<file path="src/rtl/cbm_pkg.sv">
package cbm_pkg;

    typedef struct packed {
        logic sum;
        logic carry;
    } csa_t;

    function automatic csa_t full_add(input logic x, input logic y, input logic z);
        csa_t r;
        r.sum   = x ^ y ^ z;
        r.carry = (x & y) | (x & z) | (y & z);
        return r;
    endfunction

endpackage

</file>
<file path="src/rtl/cbm_cell.sv">
module cbm_cell
    import cbm_pkg::*;
(
    input  logic a_bit,
    input  logic b_bit,
    input  logic s_in,
    input  logic c_in,
    output logic s_out,
    output logic c_out
);
    csa_t add_r;

    always_comb begin
        add_r = full_add(s_in, a_bit & b_bit, c_in);
        if (a_bit) begin
            s_out = add_r.sum;
            c_out = add_r.carry;
        end else begin
            // column idle: partial product passes through, carry held at zero
            s_out = s_in;
            c_out = 1'b0;
        end
    end
endmodule

</file>
<file path="src/rtl/cbm_array.sv">
module cbm_array #(
    parameter int N = 4
) (
    input  logic [N-1:0] a_op,
    input  logic [N-1:0] b_op,
    output logic [N-1:0] low_bits,
    output logic [N-2:0] last_sum_hi,
    output logic [N-1:0] last_carry,
    output logic [N-1:0] col_carry_any
);
    localparam int CELLS = N * N;

    logic [CELLS-1:0] s_all;
    logic [CELLS-1:0] c_all;

    for (genvar j = 0; j < N; j++) begin : g_row
        for (genvar i = 0; i < N; i++) begin : g_col
            logic s_feed;
            logic c_feed;
            if (j == 0) begin : g_first
                assign s_feed = 1'b0;
                assign c_feed = 1'b0;
            end else if (i == N - 1) begin : g_edge
                assign s_feed = 1'b0;
                assign c_feed = c_all[(j-1)*N + i];
            end else begin : g_inner
                assign s_feed = s_all[(j-1)*N + i + 1];
                assign c_feed = c_all[(j-1)*N + i];
            end
            cbm_cell u_cell (
                .a_bit (a_op[i]),
                .b_bit (b_op[j]),
                .s_in  (s_feed),
                .c_in  (c_feed),
                .s_out (s_all[j*N + i]),
                .c_out (c_all[j*N + i])
            );
        end
        assign low_bits[j] = s_all[j*N];
    end

    assign last_sum_hi = s_all[CELLS-1 : (N-1)*N + 1];
    assign last_carry  = c_all[CELLS-1 : (N-1)*N];

    always_comb begin
        col_carry_any = '0;
        for (int i = 0; i < N; i++) begin
            for (int j = 0; j < N; j++) begin
                col_carry_any[i] = col_carry_any[i] | c_all[j*N + i];
            end
        end
    end
endmodule

</file>
<file path="src/rtl/cbm_ripple.sv">
module cbm_ripple
    import cbm_pkg::*;
#(
    parameter int N = 4
) (
    input  logic [N-1:0] x,
    input  logic [N-1:0] y,
    output logic [N-1:0] sum,
    output logic         cout
);
    logic [N:0] chain;
    assign chain[0] = 1'b0;

    for (genvar k = 0; k < N; k++) begin : g_bit
        csa_t r;
        assign r            = full_add(x[k], y[k], chain[k]);
        assign sum[k]       = r.sum;
        assign chain[k + 1] = r.carry;
    end

    assign cout = chain[N];
endmodule

</file>
<file path="src/rtl/cbm_multiplier.sv">
module cbm_multiplier #(
    parameter int N = 4
) (
    input  logic           clk,
    input  logic           rst,
    input  logic           in_valid,
    input  logic [N-1:0]   a_in,
    input  logic [N-1:0]   b_in,
    output logic           out_valid,
    output logic [2*N-1:0] product
);
    localparam int PW = 2 * N;

    typedef struct packed {
        logic [N-1:0] a;
        logic [N-1:0] b;
    } opnd_t;

    opnd_t          op_q;
    logic           v_q;
    logic [N-1:0]   low_bits;
    logic [N-2:0]   last_sum_hi;
    logic [N-1:0]   last_carry;
    logic [N-1:0]   col_carry_any;
    logic [N-1:0]   hi_bits;
    logic           hi_cout;
    logic [PW-1:0]  prod_next;

    cbm_array #(.N(N)) u_array (
        .a_op          (op_q.a),
        .b_op          (op_q.b),
        .low_bits      (low_bits),
        .last_sum_hi   (last_sum_hi),
        .last_carry    (last_carry),
        .col_carry_any (col_carry_any)
    );

    cbm_ripple #(.N(N)) u_ripple (
        .x    (last_carry),
        .y    ({1'b0, last_sum_hi}),
        .sum  (hi_bits),
        .cout (hi_cout)
    );

    assign prod_next = {hi_bits, low_bits};

    always_ff @(posedge clk) begin
        if (rst) begin
            op_q      <= '0;
            v_q       <= 1'b0;
            out_valid <= 1'b0;
            product   <= '0;
        end else begin
            if (in_valid) begin
                op_q <= '{a: a_in, b: b_in};
            end
            v_q       <= in_valid;
            out_valid <= v_q;
            if (v_q) begin
                product <= prod_next;
            end
        end
    end
endmodule

</file>
<file path="config.mk">
export PLATFORM = sky130hd
export DESIGN_NAME = cbm_multiplier
export DESIGN_NICKNAME = d
export VERILOG_FILES = /design/src/rtl/cbm_pkg.sv /design/src/rtl/cbm_cell.sv /design/src/rtl/cbm_array.sv /design/src/rtl/cbm_ripple.sv /design/src/rtl/cbm_multiplier.sv
export SDC_FILE = /design/constraint.sdc
export NUM_CORES = 1
export LEC_CHECK = 0
export ABC_AREA = 0
export BUFFER_PORTS_ARGS = -buffer_cell sky130_fd_sc_hd__buf_2
export CORE_ASPECT_RATIO = 1.2
export CORE_MARGIN = 2
export CORE_UTILIZATION = 45
export CTS_CLUSTER_SIZE = 10
export DETAILED_ROUTE_END_ITERATION = 10
export GPL_TIMING_DRIVEN = 0
export PLACE_DENSITY = 0.74
export SLEW_MARGIN = 10
export SYNTH_ARGS = -nofsm -noshare
export SYNTH_HDL_FRONTEND = slang
export SYNTH_SLANG_ARGS = --single-unit
</file>
<file path="constraint.sdc">
create_clock -name clk -period 7.9 [get_ports clk]
set_clock_uncertainty 0.05 [all_clocks]
set_input_delay 0 -clock clk [delete_from_list [all_inputs] [get_ports clk]]
set_output_delay 0 -clock clk [all_outputs]
set_load 0.02 [all_outputs]
</file>
==> results.md, run 1 <==
- Post-Synthesis Cells: between 100 and 150
- Via density: just under 5
- Power Density: about 140 nW/µm²
- Lkg Pwr: roughly 0.60 nW
- Port buffer count: 17
- CTS tree: built
- Top FF cell, synth: dfxtp_1
- Max Clk Rate: roughly 260 MHz
- Antenna violations before repair: 0
- Area Overhead vs Synth: 23.0%
- # clock sinks: 18
- Iteration-0 DRC Markers: 11
- CTS Buf Count: 3
- Wire length per cell: between 10 and 15 µm
- Die area: about 2800 µm²
- Clk pin slew, worst setup/hold paths: ~0.1 ns
- Period minus WS final: around 3.8 ns
- Multi-input logic area: between 600 and 700 µm²
- Final setup vio count: 0
- Setup TNS Final: 0 ns
- YS warnings: 0
- Synthesized Nets: around 140
- Worst Path Required: approximately 8 ns
- Max IR drop VDD: ~0.15 mV
- Synthesized area: between 1000 and 1500 µm²
- Synth cell count leaders: dfxtp_1, nor2_1, and2_1, nand2_1, mux2i_1
- Outcome: finished clean
- Layout Nets: 170
- CP startpoint kind: flop
- Yosys top cell by area: dfxtp_1
- CTS root buf: clkbuf_4
- Grt total ovfl: 0
- # rows: 19
- Synth top area share: 33.2%
- Slew Viols, Final: 0
- Largest fanout on the critical path: 10
- Share of cells above drive strength 1: between 20 and 25%
- Largest net degree at the start of global routing: 11
- First-pass GRT wire length: roughly 3800 µm
- Final Cycle Share: slightly below 50%
- Filler Cell Count: approximately 200
- Post-placement cell count: about 160
- Final Hold Vio Count: 0
- N_diodes: 0
- Chip Height: roughly 58 µm
- Area contributors post-synth: dfxtp_1, fa_1, mux2i_1, and2_1, nor2_1
- Die W: 48.8 µm
- Via Count: about 870
- Worst slew margin: between 70 and 80%
- I/O pin count: 20
- RSZ-0062 raised after global routing: false
- Setup Crit Path Kind: reg2reg
- DRC: 0
- Critical path capture point type: flop
- Syn Area/Cell: roughly 9.4 µm²
- Finished Layout Cells: around 180
- HP Class: in2reg
- Detailed placer's ending HPWL: around 1600 µm
- Most frequent cell after synthesis: dfxtp_1
- Crit path DAT: a little under 4 ns
- Clock latency on the worst-skew pair: slightly below 0.3 ns
- Vias in the first global route: slightly below 900
- Drt pass-1 iters: 4
- Worst-Margin Slew: approximately 0.36 ns
- Post-CTS Setup Repair Bufs: 0
- Post-synth ARST share: 0%
- Netlist cell types: 27
- DRT Wirelength: around 2100 µm
- Final ANT Viol Nets: 0
- Sequential-to-total area share from yosys stat: 33.2%
- Number of flops mapped to enable cells by yosys: 0
- GRT Util Overall: 17.0%
- H-Tree Depth: 1
- Max cap viols: 0
- Effective utilization at floorplan: around 48%
- Register area: 360 µm²
- Yosys reg bits: 18
- Core Footprint: around 2300 µm²
- RD Place Congestion: between 0.8 and 0.9
- Max Root-Sink Buffers: 2
cell type report:
cell class | count | share of cell area (%)
plain buffers | 7 | 2.53
clock buffers | 4 | 2.72
inverters | 2 | 0.562
multi-input cells | 89 | 51.2
flip-flops and latches | 18 | 27.0
well taps | 31 | 2.90
repair buffers | 26 | 13.1
worst max-delay path, cell delays in order (launching register included):
cell,delay [ns]
dfxtp_1,0.37
buf_2,0.19
and2_1,0.17
ha_1,0.17
and2_1,0.17
fa_1,0.44
mux2_4,0.28
fa_1,0.53
mux2_2,0.14
ha_1,0.14
inv_1,0.05
fa_1,0.38
fa_1,0.44
a211oi_1,0.22
where the power goes:
group	internal (mW)	switching, mW	leakage (nW)
registers	0.0953	0.00460	0.148
logic	0.0140	0.0147	0.430
clock network	0.0281	0.0276	0.0210
kinds of logic (layout without fill, tap and decap cells):
logic type | after synthesis | in the layout | share of synthesized area [%]
simple gates | 52 | 52 | 23.8
compound gates | 13 | 13 | 8.07
flops | 18 | 18 | 33.2
mux | 12 | 12 | 11.8
buf+inv | 9 | 39 | 3.80
fa+ha+maj | 12 | 12 | 19.4
flip-flops by register name, indices dropped and copies added (netlist names):
register / cells
op_q: 8
out_valid: 1
product: 8
v_q: 1
through the flow:
| step | util (%) | worst slack [ns] | hold slack [ns] | cell area [µm²] | total power, mW |
|---|---|---|---|---|---|
| 2_1_floorplan | - | 4.31 | 0.0972 | 1090 | 0.119 |
| 3_3_place_gp | 53.0 | 4.20 | 0.182 | 1210 | 0.126 |
| 3_5_place_dp | 53.0 | 4.11 | 0.192 | 1210 | 0.127 |
| 4_1_cts | 58.6 | 4.09 | 0.0301 | 1340 | 0.186 |
| 5_1_grt | 58.6 | 3.93 | 0.0373 | 1340 | 0.194 |
| 6_report | 58.6 | 4.10 | 0.0422 | 1340 | 0.184 |
layer usage:
| layer | track usage [%] | part of all wire, % | vias to the layer above |
|---|---|---|---|
| met5 | 0 | 0 | - |
| met4 | 3.67 | 0.82 | 0 |
| li1 | - | - | 445 |
| met1 | 20.8 | 44 | 401 |
| met3 | 3.09 | 3.5 | 4 |
| met2 | 31.3 | 52 | 22 |
placed cells by master (no fill, tap or decap), drive strengths merged:
| cell | n |
|---|---|
| a211o | 1 |
| mux2 | 3 |
| fa | 8 |
| a21oi | 4 |
| nor2b | 2 |
| inv | 2 |
| clkbuf | 6 |
| a31oi | 1 |
| a311oi | 2 |
| nand2b | 2 |
| dfxtp | 18 |
| nand3b | 1 |
| dlygate4sd3 | 9 |
| ha | 4 |
| a21o | 1 |
| nor2 | 16 |
| and3b | 1 |
| o21ai | 1 |
| and2 | 15 |
| mux2i | 9 |
| nand3 | 2 |
| buf | 22 |
| nand2 | 13 |
| a211oi | 3 |
final timing paths:
check,startpoint,end,slack (ns),cells after the start
max reg2reg,op_q[6]$_SDFFE_PP0P_,product[6]$_SDFFE_PP0P_,4.10,13
min reg2reg,product[0]$_SDFFE_PP0P_,product[0]$_SDFFE_PP0P_,0.43,2
min,in_valid,v_q$_SDFF_PP0_,0.04,2
max,op_q[6]$_SDFFE_PP0P_,product[6]$_SDFFE_PP0P_,4.10,13
repair_timing:
item / in CTS / in global routing
hold buffers: 9 / 0
endpoints found under the hold margin: 9 / 0
resized for setup: 0 / 0
Power figures use the tool's default switching activity.
==> run 2, diff against run 1 <==
--- a/config.mk
+++ b/config.mk
@@ -5,7 +5,7 @@
 export SDC_FILE = /design/constraint.sdc
 export NUM_CORES = 1
 export LEC_CHECK = 0
-export ABC_AREA = 0
+export ABC_AREA = 1
 export BUFFER_PORTS_ARGS = -buffer_cell sky130_fd_sc_hd__buf_2
 export CORE_ASPECT_RATIO = 1.2
 export CORE_MARGIN = 2
==> constraint.sdc (replaced) <==
create_clock -name clk -period 3.9 [get_ports clk]
set_clock_uncertainty 0.05 [all_clocks]
set_input_delay 0 -clock clk [delete_from_list [all_inputs] [get_ports clk]]
set_output_delay 0 -clock clk [all_outputs]
set_load 0.02 [all_outputs]
==> results.md, run 2 <==
- Outcome: finished clean
- First-pass GRT wire length: between 4000 and 5000 µm
- Critical path capture point type: flop
- Setup Crit Path Kind: reg2reg
- Fin util: approximately three fifths
- CTS root buf: clkbuf_4
- CP top delay family: adder cells
- Area Overhead vs Synth: 23.5%
- Yosys top cell by area: dfxtp_1
- Lkg Pwr: around 0.71 nW
- YS warnings: 0
- DRC: 0
- Core Footprint: around 2300 µm²
- Vias in the first global route: between 900 and 1000
- Post-CTS Resized: 0
- Synth top area share: between 30% and 40%
- Adder-cell share of the synthesized area: roughly a fifth
- Slew Viols, Final: 0
- Max Root-Sink Buffers: 2
- CTS tree: built
- Detailed placer's ending HPWL: 1670 µm
- Max IR drop VDD: 0.222 mV
- Final Hold Vio Count: 0
- I/O pin count: 20
- H-Tree Depth: 1
- Grt total ovfl: 0
- Worst path max stage delay: 0.53 ns
- Final ANT Viol Nets: 0
- Most frequent cells in the layout: nand2_1, buf_2, inv_1
- Slowest-stage cell, CP: fa_1
- Register-to-Register Path Depth: 17
- Final Cycle Share: around 89%
- Proportion of synthesized area in mux cells: 0%
- HP Class: in2reg
- RR Endpoint: product[6]$_SDFFE_PP0P_
- Synth cell count leaders: nand2_1, inv_1, dfxtp_1
- Final setup vio count: 0
- Max Clk Rate: around 290 MHz
- Largest net degree at the start of global routing: 11
- Post-Synthesis Cells: 144
- Number of flops mapped to enable cells by yosys: 0
- Drt pass-1 iters: 4
- DRT Wirelength: approximately 2200 µm
- Die W: 49 µm
- Hold Path End: product[0]$_SDFFE_PP0P_
- Via Count: just under 1000
- Crit path DAT: 3.64 ns
- Synthesized Nets: between 150 and 200
- # clock sinks: 18
- Share of cells above drive strength 1: 21.6%
- Layout Nets: approximately 200
- Die area: around 2800 µm²
- Top FF cell, synth: dfxtp_1
- Commonest non-fill, non-tap cell in the layout: nand2_1
- Port buffer count: 19
- Wire length per cell: between 10 and 15 µm
- RSZ-0062 raised after global routing: false
- Power Density: 272 nW/µm²
- Post-CTS Setup Repair Bufs: 0
- CP startpoint kind: flop
- CTS Buf Count: 3
- Area contributors post-synth: dfxtp_1, fa_1, nand2_1, inv_1, o21ai_0
- Max cap viols: 0
- Most frequent cell after synthesis: nand2_1
- Main combinational cell family by area after synthesis: simple AND/OR/NAND/NOR gates
- Bufs and invs on worst path: 4
- Via density: 4.76
- Hold Buf Count CTS: 10
- Chip Height: just under 60 µm
- Yosys reg bits: 18
- CP Cell Sequence: buf_6 > nand2_1 > inv_1 > ha_1 > nand2_1 > and2_1 > fa_1 > nand2_1 > and2_1 > fa_1 > nand2_1 > inv_1 > ha_1 > inv_1 > fa_1 > fa_1 > a21oi_1
- Post-synthesis compound-gate area fraction: between 10% and 20%
- Synthesized area: between 1000 and 1500 µm²
- N_diodes: 0
- Effective utilization at floorplan: 47.4%
- Worst slew margin: 81.6%
- Clk pin slew, worst setup/hold paths: ~0.10 ns
- GRT Util Overall: a little under a fifth
- Clock latency on the worst-skew pair: between 0.2 and 0.3 ns
- RD Place Congestion: 0.772
- # rows: 19
- Syn Area/Cell: roughly 7.6 µm²
- Hold Crit Start: rst
- XOR/XNOR Fraction of Synth Area: 0%
- Iteration-0 DRC Markers: 20
- Worst hold path stage count: 3
- Largest fanout on the critical path: 10
- Antenna violations before repair: 0
- Post-synth ARST share: 0%
- Worst Path Required: between 4 and 5 ns
- Synth Area in Simple Gates: 21.4%
- Period minus WS final: around 3.5 ns
- Worst-Margin Slew: around 0.28 ns
- Flop2flop setup slack: between 0.4 and 0.5 ns
- Sequential-to-total area share from yosys stat: between 30% and 40%
- Netlist cell types: 20
- Setup TNS Final: 0 ns
- Reg2reg start: op_q[6]$_SDFFE_PP0P_
- Top Registers: op_q: 8 flops, product: 8 flops
-- run 2: worst reg2reg max path, cell delays in order, from the launching register on --
cell and delay, ns:
dfxtp_1 0.32, buf_6 0.13, nand2_1 0.06, inv_1 0.04, ha_1 0.26, nand2_1 0.07, and2_1 0.18, fa_1 0.53
nand2_1 0.07, and2_1 0.18, fa_1 0.41, nand2_1 0.07, inv_1 0.04, ha_1 0.18, inv_1 0.06, fa_1 0.18
fa_1 0.42, a21oi_1 0.16
-- run 2: cell families after synthesis --
logic type / count (synthesis)
AO/OA/AOI/OAI: 31
adder cells (fa/ha/maj): 12
buffers and inverters: 28
flip-flops: 18
AND/OR/NAND/NOR: 55
-- run 2: final cells by class --
class	count	area, µm²
Timing Repair Buffer	29	195
Sequential cell	18	360
Buffer	6	38.8
Fill cell	209	956
Inverter	22	82.6
Tap cell	31	38.8
Clock buffer	3	22.5
Multi-Input combinational cell	98	612
-- run 2: metrics by stage --
stage	std cells	power, mW	hold slack, ns	worst slack (ns)	area [µm²]
after floorplan	144	0.253	0.0191	0.617	1090
after global placement	194	0.272	0.153	0.483	1230
after detailed placement	194	0.274	0.155	0.457	1230
after CTS	207	0.370	0.393	0.423	1350
after global routing	207	0.389	0.414	0.198	1350
final	207	0.367	0.399	0.432	1350
-- run 2: worst max path at each step --
stage                                    start                      end  slack, ns  depth (start not counted)
after floorplan           op_q[6]$_SDFFE_PP0P_  product[6]$_SDFFE_PP0P_       0.62                         17
after global placement    op_q[6]$_SDFFE_PP0P_  product[6]$_SDFFE_PP0P_       0.48                         17
after global routing      op_q[6]$_SDFFE_PP0P_  product[6]$_SDFFE_PP0P_       0.20                         17
after CTS                 op_q[6]$_SDFFE_PP0P_  product[6]$_SDFFE_PP0P_       0.42                         17
after detailed placement  op_q[6]$_SDFFE_PP0P_  product[6]$_SDFFE_PP0P_       0.46                         17
final                     op_q[6]$_SDFFE_PP0P_  product[6]$_SDFFE_PP0P_       0.43                         17
-- run 2: per-layer routing --
| metal | up-vias | wire [µm] | GRT usage, % |
|---|---|---|---|
| met5 | - | 0 | 0 |
| met4 | 0 | 48 | 9.80 |
| met3 | 6 | 37 | 2.32 |
| met2 | 15 | 1130 | 32.9 |
| met1 | 449 | 1020 | 23.3 |
| li1 | 516 | - | - |
-- run 2: power by group --
part | switching (mW) | internal, mW | total [mW]
Combinational | 0.0423 | 0.0312 | 0.0735
Sequential | 0.00970 | 0.195 | 0.205
Clock | 0.0527 | 0.0359 | 0.0886
